**src/rtl/lgh_pkg.sv**
```systemverilog
package lgh_pkg;

  typedef enum logic [3:0] {
    FLD_NONE,
    FLD_DEVFEAT,
    FLD_DRVFEAT,
    FLD_QADDR,
    FLD_QSIZE,
    FLD_QSEL,
    FLD_QNOTIFY,
    FLD_STATUS,
    FLD_ISR,
    FLD_CFGVEC,
    FLD_QVEC,
    FLD_WINDOW
  } field_e;

  localparam logic [1:0] SZ_BYTE = 2'd0;
  localparam logic [1:0] SZ_HALF = 2'd1;
  localparam logic [1:0] SZ_WORD = 2'd2;

  // byte offsets; the decoder and the driver both depend on them
  localparam int OFS_DEVFEAT   = 0;
  localparam int OFS_DRVFEAT   = 4;
  localparam int OFS_QADDR     = 8;
  localparam int OFS_QSIZE     = 12;
  localparam int OFS_QSEL      = 14;
  localparam int OFS_QNOTIFY   = 16;
  localparam int OFS_STATUS    = 18;
  localparam int OFS_ISR       = 19;
  localparam int OFS_CFGVEC    = 20;
  localparam int OFS_QVEC      = 22;
  localparam int WIN_BASE_STD  = 20;
  localparam int WIN_BASE_MSIX = 24;

endpackage

```
**src/rtl/lgh_addr_decode.sv**
```systemverilog
module lgh_addr_decode
  import lgh_pkg::*;
#(
  parameter int ADDR_W = 8
) (
  input  logic [ADDR_W-1:0] addr,
  input  logic [1:0]        size,
  input  logic              msix_on,
  output field_e            field,
  output logic [ADDR_W-1:0] win_off
);

  localparam logic [ADDR_W-1:0] A_DEVFEAT = ADDR_W'(OFS_DEVFEAT);
  localparam logic [ADDR_W-1:0] A_DRVFEAT = ADDR_W'(OFS_DRVFEAT);
  localparam logic [ADDR_W-1:0] A_QADDR   = ADDR_W'(OFS_QADDR);
  localparam logic [ADDR_W-1:0] A_QSIZE   = ADDR_W'(OFS_QSIZE);
  localparam logic [ADDR_W-1:0] A_QSEL    = ADDR_W'(OFS_QSEL);
  localparam logic [ADDR_W-1:0] A_QNOTIFY = ADDR_W'(OFS_QNOTIFY);
  localparam logic [ADDR_W-1:0] A_STATUS  = ADDR_W'(OFS_STATUS);
  localparam logic [ADDR_W-1:0] A_ISR     = ADDR_W'(OFS_ISR);
  localparam logic [ADDR_W-1:0] A_CFGVEC  = ADDR_W'(OFS_CFGVEC);
  localparam logic [ADDR_W-1:0] A_QVEC    = ADDR_W'(OFS_QVEC);
  localparam logic [ADDR_W-1:0] B_STD     = ADDR_W'(WIN_BASE_STD);
  localparam logic [ADDR_W-1:0] B_MSIX    = ADDR_W'(WIN_BASE_MSIX);

  logic [ADDR_W-1:0] base;

  always_comb begin
    base    = msix_on ? B_MSIX : B_STD;
    field   = FLD_NONE;
    win_off = '0;
    if (addr >= base) begin
      field   = FLD_WINDOW;
      win_off = addr - base;
    end else begin
      case (addr)
        A_DEVFEAT: if (size == SZ_WORD) field = FLD_DEVFEAT;
        A_DRVFEAT: if (size == SZ_WORD) field = FLD_DRVFEAT;
        A_QADDR:   if (size == SZ_WORD) field = FLD_QADDR;
        A_QSIZE:   if (size == SZ_HALF) field = FLD_QSIZE;
        A_QSEL:    if (size == SZ_HALF) field = FLD_QSEL;
        A_QNOTIFY: if (size == SZ_HALF) field = FLD_QNOTIFY;
        A_STATUS:  if (size == SZ_BYTE) field = FLD_STATUS;
        A_ISR:     if (size == SZ_BYTE) field = FLD_ISR;
        A_CFGVEC:  if (msix_on && size == SZ_HALF) field = FLD_CFGVEC;
        A_QVEC:    if (msix_on && size == SZ_HALF) field = FLD_QVEC;
        default:   field = FLD_NONE;
      endcase
    end
  end

endmodule

```
**src/rtl/lgh_queue_store.sv**
```systemverilog
module lgh_queue_store #(
  parameter int NUM_QUEUES = 4,
  parameter int ADDR_BITS  = 32,
  parameter int VEC_BITS   = 16,
  localparam int QIDX_W    = (NUM_QUEUES > 1) ? $clog2(NUM_QUEUES) : 1
) (
  input  logic                 clk,
  input  logic                 wr_addr_en,
  input  logic                 wr_vec_en,
  input  logic [QIDX_W-1:0]    wr_idx,
  input  logic [ADDR_BITS-1:0] wdata,
  input  logic [QIDX_W-1:0]    rd_idx,
  output logic [ADDR_BITS-1:0] rd_addr,
  output logic [VEC_BITS-1:0]  rd_vec
);

  // one write port and one registered read port per array, block RAM style
  logic [ADDR_BITS-1:0] addr_mem [NUM_QUEUES];
  logic [VEC_BITS-1:0]  vec_mem  [NUM_QUEUES];

  always_ff @(posedge clk) begin
    if (wr_addr_en) addr_mem[wr_idx] <= wdata;
    rd_addr <= addr_mem[rd_idx];
  end

  always_ff @(posedge clk) begin
    if (wr_vec_en) vec_mem[wr_idx] <= wdata[VEC_BITS-1:0];
    rd_vec <= vec_mem[rd_idx];
  end

endmodule

```
**src/rtl/lgh_isr_reg.sv**
```systemverilog
module lgh_isr_reg #(
  parameter int ISR_W = 8
) (
  input  logic             clk,
  input  logic             rst,
  input  logic [ISR_W-1:0] set_bits,
  input  logic             clear,
  output logic [ISR_W-1:0] value
);

  always_ff @(posedge clk) begin
    if (rst)        value <= '0;
    else if (clear) value <= set_bits;
    else            value <= value | set_bits;
  end

endmodule

```
**src/rtl/legacy_cfg_hdr.sv**
```systemverilog
module legacy_cfg_hdr
  import lgh_pkg::*;
#(
  parameter int ADDR_W      = 8,
  parameter int NUM_QUEUES  = 4,
  parameter int QUEUE_DEPTH = 256
) (
  input  logic              clk,
  input  logic              rst,
  input  logic              io_valid,
  input  logic              io_write,
  input  logic [ADDR_W-1:0] io_addr,
  input  logic [1:0]        io_size,
  input  logic [31:0]       io_wdata,
  output logic              io_rvalid,
  output logic [31:0]       io_rdata,
  input  logic              msix_en,
  input  logic [31:0]       dev_features,
  input  logic [7:0]        isr_set,
  output logic [63:0]       drv_features,
  output logic [7:0]        dev_status,
  output logic [15:0]       config_vector,
  output logic              notify_valid,
  output logic [15:0]       notify_queue,
  output logic              win_valid,
  output logic              win_write,
  output logic [ADDR_W-1:0] win_offset,
  output logic [1:0]        win_size,
  output logic [31:0]       win_wdata,
  input  logic [31:0]       win_rdata
);

  localparam int QIDX_W = (NUM_QUEUES > 1) ? $clog2(NUM_QUEUES) : 1;
  localparam logic [15:0] QLIMIT = 16'(NUM_QUEUES);
  localparam logic [31:0] QDEPTH = 32'(QUEUE_DEPTH);

  field_e            fld;
  logic [ADDR_W-1:0] woff;
  logic              rd_req, wr_req, qsel_ok;
  logic [31:0]       drv_q;
  logic [7:0]        status_q;
  logic [15:0]       qsel_q, cfgvec_q, notq_q;
  logic              notv_q, rvalid_q, rqok_q;
  field_e            rfield_q;
  logic [31:0]       rsimple_q, simple_rd;
  logic [31:0]       qaddr_rd;
  logic [15:0]       qvec_rd;
  logic [7:0]        isr_val;
  logic              isr_clear;

  assign rd_req  = io_valid & ~io_write;
  assign wr_req  = io_valid &  io_write;
  assign qsel_ok = qsel_q < QLIMIT;

  lgh_addr_decode #(.ADDR_W(ADDR_W)) u_dec (
    .addr    (io_addr),
    .size    (io_size),
    .msix_on (msix_en),
    .field   (fld),
    .win_off (woff)
  );

  lgh_queue_store #(.NUM_QUEUES(NUM_QUEUES), .ADDR_BITS(32), .VEC_BITS(16)) u_qstore (
    .clk        (clk),
    .wr_addr_en (wr_req && fld == FLD_QADDR && qsel_ok),
    .wr_vec_en  (wr_req && fld == FLD_QVEC && qsel_ok),
    .wr_idx     (qsel_q[QIDX_W-1:0]),
    .wdata      (io_wdata),
    .rd_idx     (qsel_q[QIDX_W-1:0]),
    .rd_addr    (qaddr_rd),
    .rd_vec     (qvec_rd)
  );

  assign isr_clear = rd_req && fld == FLD_ISR && !msix_en;

  lgh_isr_reg #(.ISR_W(8)) u_isr (
    .clk      (clk),
    .rst      (rst),
    .set_bits (isr_set),
    .clear    (isr_clear),
    .value    (isr_val)
  );

  // window pass-through in the request cycle
  assign win_valid  = io_valid && fld == FLD_WINDOW;
  assign win_write  = io_write;
  assign win_offset = woff;
  assign win_size   = io_size;
  assign win_wdata  = io_wdata;

  always_comb begin
    case (fld)
      FLD_DEVFEAT: simple_rd = dev_features;
      FLD_DRVFEAT: simple_rd = drv_q;
      FLD_QSIZE:   simple_rd = qsel_ok ? QDEPTH : 32'd0;
      FLD_QSEL:    simple_rd = {16'd0, qsel_q};
      FLD_STATUS:  simple_rd = {24'd0, status_q};
      FLD_ISR:     simple_rd = msix_en ? 32'd0 : {24'd0, isr_val};
      FLD_CFGVEC:  simple_rd = {16'd0, cfgvec_q};
      FLD_WINDOW:  simple_rd = win_rdata;
      default:     simple_rd = 32'd0;
    endcase
  end

  always_ff @(posedge clk) begin
    if (rst) begin
      drv_q     <= '0;
      status_q  <= '0;
      qsel_q    <= '0;
      cfgvec_q  <= '0;
      notv_q    <= 1'b0;
      notq_q    <= '0;
      rvalid_q  <= 1'b0;
      rqok_q    <= 1'b0;
      rfield_q  <= FLD_NONE;
      rsimple_q <= '0;
    end else begin
      rvalid_q <= rd_req;
      notv_q   <= wr_req && fld == FLD_QNOTIFY;
      if (wr_req) begin
        case (fld)
          FLD_DRVFEAT: drv_q    <= io_wdata;
          FLD_QSEL:    qsel_q   <= io_wdata[15:0];
          FLD_QNOTIFY: notq_q   <= io_wdata[15:0];
          FLD_STATUS:  status_q <= io_wdata[7:0];
          FLD_CFGVEC:  cfgvec_q <= io_wdata[15:0];
          default: ;
        endcase
      end
      if (rd_req) begin
        rfield_q  <= fld;
        rqok_q    <= qsel_ok;
        rsimple_q <= simple_rd;
      end
    end
  end

  always_comb begin
    case (rfield_q)
      FLD_QADDR: io_rdata = rqok_q ? qaddr_rd : 32'd0;
      FLD_QVEC:  io_rdata = rqok_q ? {16'd0, qvec_rd} : 32'd0;
      default:   io_rdata = rsimple_q;
    endcase
  end

  assign io_rvalid     = rvalid_q;
  assign drv_features  = {32'd0, drv_q};
  assign dev_status    = status_q;
  assign config_vector = cfgvec_q;
  assign notify_valid  = notv_q;
  assign notify_queue  = notq_q;

endmodule

```
**config.mk**
```make
export PLATFORM = sky130hd
export DESIGN_NAME = legacy_cfg_hdr
export DESIGN_NICKNAME = d
export VERILOG_FILES = /design/src/rtl/lgh_pkg.sv /design/src/rtl/lgh_addr_decode.sv /design/src/rtl/lgh_queue_store.sv /design/src/rtl/lgh_isr_reg.sv /design/src/rtl/legacy_cfg_hdr.sv
export SDC_FILE = /design/constraint.sdc
export NUM_CORES = 1
export LEC_CHECK = 0
export CAP_MARGIN = 10
export CORE_ASPECT_RATIO = 1.75
export CORE_MARGIN = 1.5
export CORE_UTILIZATION = 23
export DETAILED_ROUTE_END_ITERATION = 6
export DONT_BUFFER_PORTS = 1
export GPL_ROUTABILITY_DRIVEN = 0
export GPL_TIMING_DRIVEN = 0
export SYNTH_ARGS = -nofsm -noshare
export SYNTH_HDL_FRONTEND = slang
export SYNTH_SLANG_ARGS = --single-unit
```
**constraint.sdc**
```tcl
create_clock -name clk -period 9.95 [get_ports clk]
set_input_delay 1.99 -clock clk [delete_from_list [all_inputs] [get_ports clk]]
set_output_delay 1.99 -clock clk [all_outputs]
set_load 0.01 [all_outputs]
```
---- Yosys cells after proc, flatten, opt, wreduce, memory -nomap -nowiden ----
Memories as Yosys holds them, arrays and structs flattened. A register that Yosys moved wholly into a read port is not among the register bits.
Index checks and enable logic that the tools add are counted.
word-level totals
  bits in registers ....................... 135
  latch bits .............................. 0
  bits in writable memories ............... 192
  ROM bits ................................ 0
  input bits .............................. 119
  output and inout port bits .............. 182
  word-level logic and storage cells ...... 86
  memories ................................ 2
operators by class
  add/sub/neg operators ................... 1
  $mul .................................... 0
  divide/modulo/power cells ............... 0
  magnitude comparators ................... 2
  equal/unequal tests ..................... 24
  shift operators ......................... 0
  muxes and demuxes ....................... 25
  bitwise operators ....................... 4
  reductions and logical operators ........ 17
memory list
  name               depth  bits a word  rd ports  clocked after memory_dff  wr ports  RTL line               source
  u_qstore.addr_mem  4      32           1         1                         1         lgh_queue_store.sv:18  logic [ADDR_BITS-1:0] addr_mem [NUM_QUEUES];
  u_qstore.vec_mem   4      16           1         1                         1         lgh_queue_store.sv:19  logic [VEC_BITS-1:0] vec_mem [NUM_QUEUES];
operator list
  kind                   number
  $pmux W32 S8           1
  $pmux W32 S2           1
  $eq A8 B5 Y1 const B   5
  $pmux W4 S10           1
  $mux W32               1
  $eq A8 B4 Y1 const B   3
  $mux W8                3
  $eq A4 B4 Y1 const B   5
  $mux W4                5
  $eq A4 B3 Y1 const B   4
  $lt A16 B3 Y1 const B  1
  $mux W16               1
  $eq A4 B2 Y1 const B   3
  $mux W3                4
  $reduce_and A2 Y1      5
  $logic_and A1 B1 Y1    9
  $mux W9                1
  $eq A8 B3 Y1 const B   1
  $ge A8 B8 Y1           1
  $logic_not A8 Y1       1
  $or A8 B8 Y8           1
  $sub A8 B8 Y8          1
  $mux W1                5
  $eq A4 B1 Y1 const B   1
  other kinds (7)        9

---- Longest topological paths before layout ----
  word-level depth ........................ 10
  mapped depth ............................ 16
  gate-level depth less buffers ........... 10

---- Hierarchy ----
Synthesis repeated with hierarchy kept, for this count alone.
second synthesis, totals
  cells, all modules ...................... 1212
  area total of the unflattened synthesis .. 15338.5 µm²
modules (own cells, without submodules)
  module           times used  cells an instance  area each (µm²)  seq. area each (µm²)
  lgh_queue_store  1           306                7941.4           6726.5
  legacy_cfg_hdr   1           818                6698.9           2542.4
  lgh_addr_decode  1           55                 394.1            0.0
  lgh_isr_reg      1           33                 304.0            160.2

---- Least setup slack after synthesis ----
Ideal clock, no wire load.
  path kind ............................... input to output
  from .................................... input io_addr[2]
  to ...................................... output win_offset[1]
  arrival ................................. 4812 ps
  required time ........................... 7960 ps
  path slack .............................. 3148 ps
  stages on the path ...................... 14
  buffers on the path ..................... 7
  path through ............................ clkbuf_8 > clkbuf_1 > clkbuf_1 > inv_1 > ha_1 > inv_1 > fa_1 > a2111o_1 > a41o_1 > clkbuf_8 > clkbuf_8 > clkbuf_1 > clkbuf_1 > and2_1
between the ends
  word-level cells in the longest chain between the ends .. 2
RTL lines
  item          RTL line               source
  from (decl)   legacy_cfg_hdr.sv:12   input logic [ADDR_W-1:0] io_addr,
  $ge A8 B8 Y1  lgh_addr_decode.sv:32  if (addr >= base) begin
  $mux W8       lgh_addr_decode.sv:32
  to (decl)     legacy_cfg_hdr.sv:27   output logic [ADDR_W-1:0] win_offset,
Every way passes these cells.

---- Worst setup path in the final report ----
  from .................................... input io_addr[2]
  to ...................................... output win_valid
between the ends
  word-level cells in the longest chain between the ends .. 5
  elaborated cells on any way between the ends .. 15
  those cells by class .................... order compare (1); eq/ne (10); mux (2); reduce/logical (2)
RTL lines
  item                                        RTL line               source
  $eq A8 B5 Y1, or another cell as far along  lgh_addr_decode.sv:36  case (addr)
  $pmux W4 S10                                lgh_addr_decode.sv:36
  $mux W4 *                                   lgh_addr_decode.sv:32
  $eq A4 B4 Y1 *                              legacy_cfg_hdr.sv:85   assign win_valid = io_valid && fld == FLD_WINDOW;
  $logic_and A1 B1 Y1 *                       legacy_cfg_hdr.sv:85
  to (decl)                                   legacy_cfg_hdr.sv:25   output logic win_valid,
Mark *: on every way between the ends. The rest lies on a longest branch, timed or not.

==> results.cfg <==
[status]
outcome = finished clean

[critical_path]
cpMostUsedCell = clkbuf_1
cp.required_ns = 7.96
start_kind = primary input
path_cells = clkbuf_8 -> clkbuf_1 -> clkbuf_1 -> inv_1 -> ha_1 -> inv_1 -> fa_1 -> a2111o_1 -> a41o_1 -> clkbuf_8 -> clkbuf_8 -> clkbuf_1 -> clkbuf_1 -> and2_1
cp_num_buf_inv = 9
cpPeakStageDelay_ns = 0.71
critPathArrivalTime_ns = 6.68
end_kind = output port
critPathKind = primary input to output port
path_delay_family = buffers and inverters
worstPathMaxFanout = 10
cp_slowest_cell = clkbuf_1

[clocking]
postCtsResizedCells = 0
cts_setup_buffers = 0
path_clk_slew_ns = 0.06
hold_buffers = 0
cts_tree = done
htreeDepth = 2
clockBufferDepth = 3
numClockSinks = 375
root_buffer = clkbuf_16
clkLatencyLatePin_ns = 0.57
cts_made_buffers = 38

[finish]
layout-drive-gt1-share = 0.208
layout.nets = 1363
mostFrequentLayoutCells = edfxtp_1, dfxtp_1, nand2_1
seq_area_mm2 = 0.00943
syn_to_final_growth_pct = 17.0
multi_input_area_mm2 = 0.00494
fillCellCount = 6687
final_cells = 2096
final_common_cell = edfxtp_1

[floorplan]
rows = 124
ios = 301
dieHeight_um = 342
design.die.area_mm2 = 0.0674
coreArea_mm2 = 0.0652
die-width_um = 197
start_util = 0.232

[detailed_routing]
vias_per_cell = 4.79
first_iter_violations = 734
routed_wl_mm = 55.2
drc = 0
avgRoutedWirePerCell_um = 26.3
vias = 10041
final_antenna_net_count = 0
dr.pass1.iters = 5

[global_route]
grt_pass1_vias = 10137
grt_pass1_wl_mm = 75.5
antenna_found_initial = 11
grt_max_degree = 18
grt.overflow.total = 0
track_usage = 0.161

[sta]
min_period_over_period = 0.871
fmax_ghz = 0.115
setup_viol = 0
rsz0062_at_grt = false
min_period_ns = 8.67
layout_setup_ws_ns = 1.28
clock_skew_ns = 0.0200
tightest_slew_ns = 1.20
setup_tns_ns = 0
slew_headroom = 0.193
hold_viol = 0
finalMaxSlewViolations = 0

[yosys]
synth_ff_type = edfxtp_1
async_flop_share = 0
yosys.area.top_type = edfxtp_1
synth_top_family_by_area = multiplexers
synth-simple-area-share = 0.0926
synth_xor_area_frac = 0.00231
synth.avg_cell_area_um2 = 13.1
synthMuxAreaShare = 0.123
synth_adder_area_share = 0.00297
yosys-top-cells-area = edfxtp_1, dfxtp_1, mux4_2
synthCells = 1157
ys_seq_area_frac = 0.623
synth_top_area_frac = 0.381
synth_compound_area_frac = 0.0942
yosysWarnings = 0
ys_ff_latch = 375
synth_cell_types = 66
synth_edf_count = 192
mappedNetlistArea_mm2 = 0.0151

[run]
max_cap_viol_count = 0

[power]
leakage_nw = 5.97
powerDensity_mw_per_mm2 = 181
ir_worst_vdd_mv = 0.105
totalPowerFinal_w = 0.00320

[placement]
hpwl_mm = 42.2
pre_cts_ws_ns = 1.18
portBuffers = 0
dp.cells = 2019

[min_path]
hold_path_class = flip-flop to flip-flop
[worst register-to-register path, delay by kind of cell, from the launching register on]
family | cells | cell delay (ns)
simple gates | 4 | 2.12
buf+inv | 2 | 0.42
flops | 1 | 0.34
[path summary, 6_finish.rpt]
kind / startpoint / endpoint / depth (start not counted) / slack [ns]
min: rsimple_q[9] / rsimple_q[9] / 1 / 0.49
min reg2reg: rsimple_q[9] / rsimple_q[9] / 1 / 0.49
max reg2reg: qsel_q[11] / u_qstore.addr_mem[0][15] / 6 / 6.78
max: io_addr[2] / win_valid / 14 / 1.28
[where the power goes]
group	internal, W	switching (W)	total (W)
clock	0.000777	0.000630	0.00141
combinational	0.0000597	0.0000916	0.000151
sequential	0.00163	0.00000699	0.00164
total	0.00247	0.000729	0.00320
[logic make-up (layout without fill, tap and decap cells)]
| family | after synthesis | after routing |
|---|---|---|
| compound gates | 192 | 192 |
| simple gates | 307 | 307 |
| fa+ha+maj | 3 | 3 |
| xor+xnor | 4 | 4 |
| buf+inv | 153 | 236 |
| flops | 375 | 375 |
| mux | 122 | 122 |
| other cells | 1 | 38 |
[layer usage]
| metal | up-vias | wire length, um | GRT usage |
|---|---|---|---|
| li1 | 4394 | - | - |
| met1 | 5007 | 18000 | 0.152 |
| met2 | 486 | 28700 | 0.297 |
| met3 | 142 | 5310 | 0.0640 |
| met4 | 12 | 3050 | 0.0792 |
| met5 | - | 60 | 0 |
[synth_stat cells, types with 2 or more instances]
cell / number
a211oi_1: 4
a21oi_1: 77
a221oi_1: 25
a222oi_1: 16
a22o_1: 55
and2_1: 4
buf_1: 5
buf_2: 7
buf_4: 72
buf_6: 3
clkbuf_1: 53
clkbuf_8: 6
dfxtp_1: 183
edfxtp_1: 192
ha_1: 2
inv_1: 6
mux2_2: 33
mux2i_1: 41
mux4_2: 48
nand2_1: 140
nand2b_1: 3
nand3_1: 3
nand4_1: 4
nor2_1: 95
nor3_1: 21
nor4_1: 8
nor4b_1: 2
nor4bb_1: 2
o21ai_0: 4
or2_2: 2
or3b_2: 2
or4_1: 2
xnor2_1: 4
[cell type report]
class | instances | share of cell area
flip-flops and latches | 375 | 0.532
multi-input cells | 660 | 0.279
clock buffers | 55 | 0.0597
well taps | 819 | 0.0578
plain buffers | 147 | 0.0516
repair buffers | 13 | 0.0107
clock inverters | 15 | 0.00734
inverters | 6 | 0.00127
diodes | 6 | 0.000847
[stage by stage]
| step | hold WS, ns | area [um2] | utilization |
|---|---|---|---|
| 3_5_place_dp | 0.466 | 16500 | 0.253 |
| 2_1_floorplan | 0.450 | 15300 | - |
| 6_report | 0.490 | 17700 | 0.272 |
| 4_1_cts | 0.487 | 17700 | 0.272 |
| 3_3_place_gp | 0.465 | 16300 | 0.250 |
| 5_1_grt | 0.514 | 17700 | 0.272 |
[state kept, by name, summed over array words and instances, names as in the netlist]
signal and cells:
notify_queue 16, dev_status 8, config_vector 16, io_rvalid 1
u_qstore.rd_addr 32, qsel_q 16, u_qstore.vec_mem 64, u_isr.value 8
notify_valid 1, rqok_q 1, u_qstore.addr_mem 128, u_qstore.rd_vec 16
rfield_q 4, drv_q 32, rsimple_q 32
(Power assumes the default switching activity.)
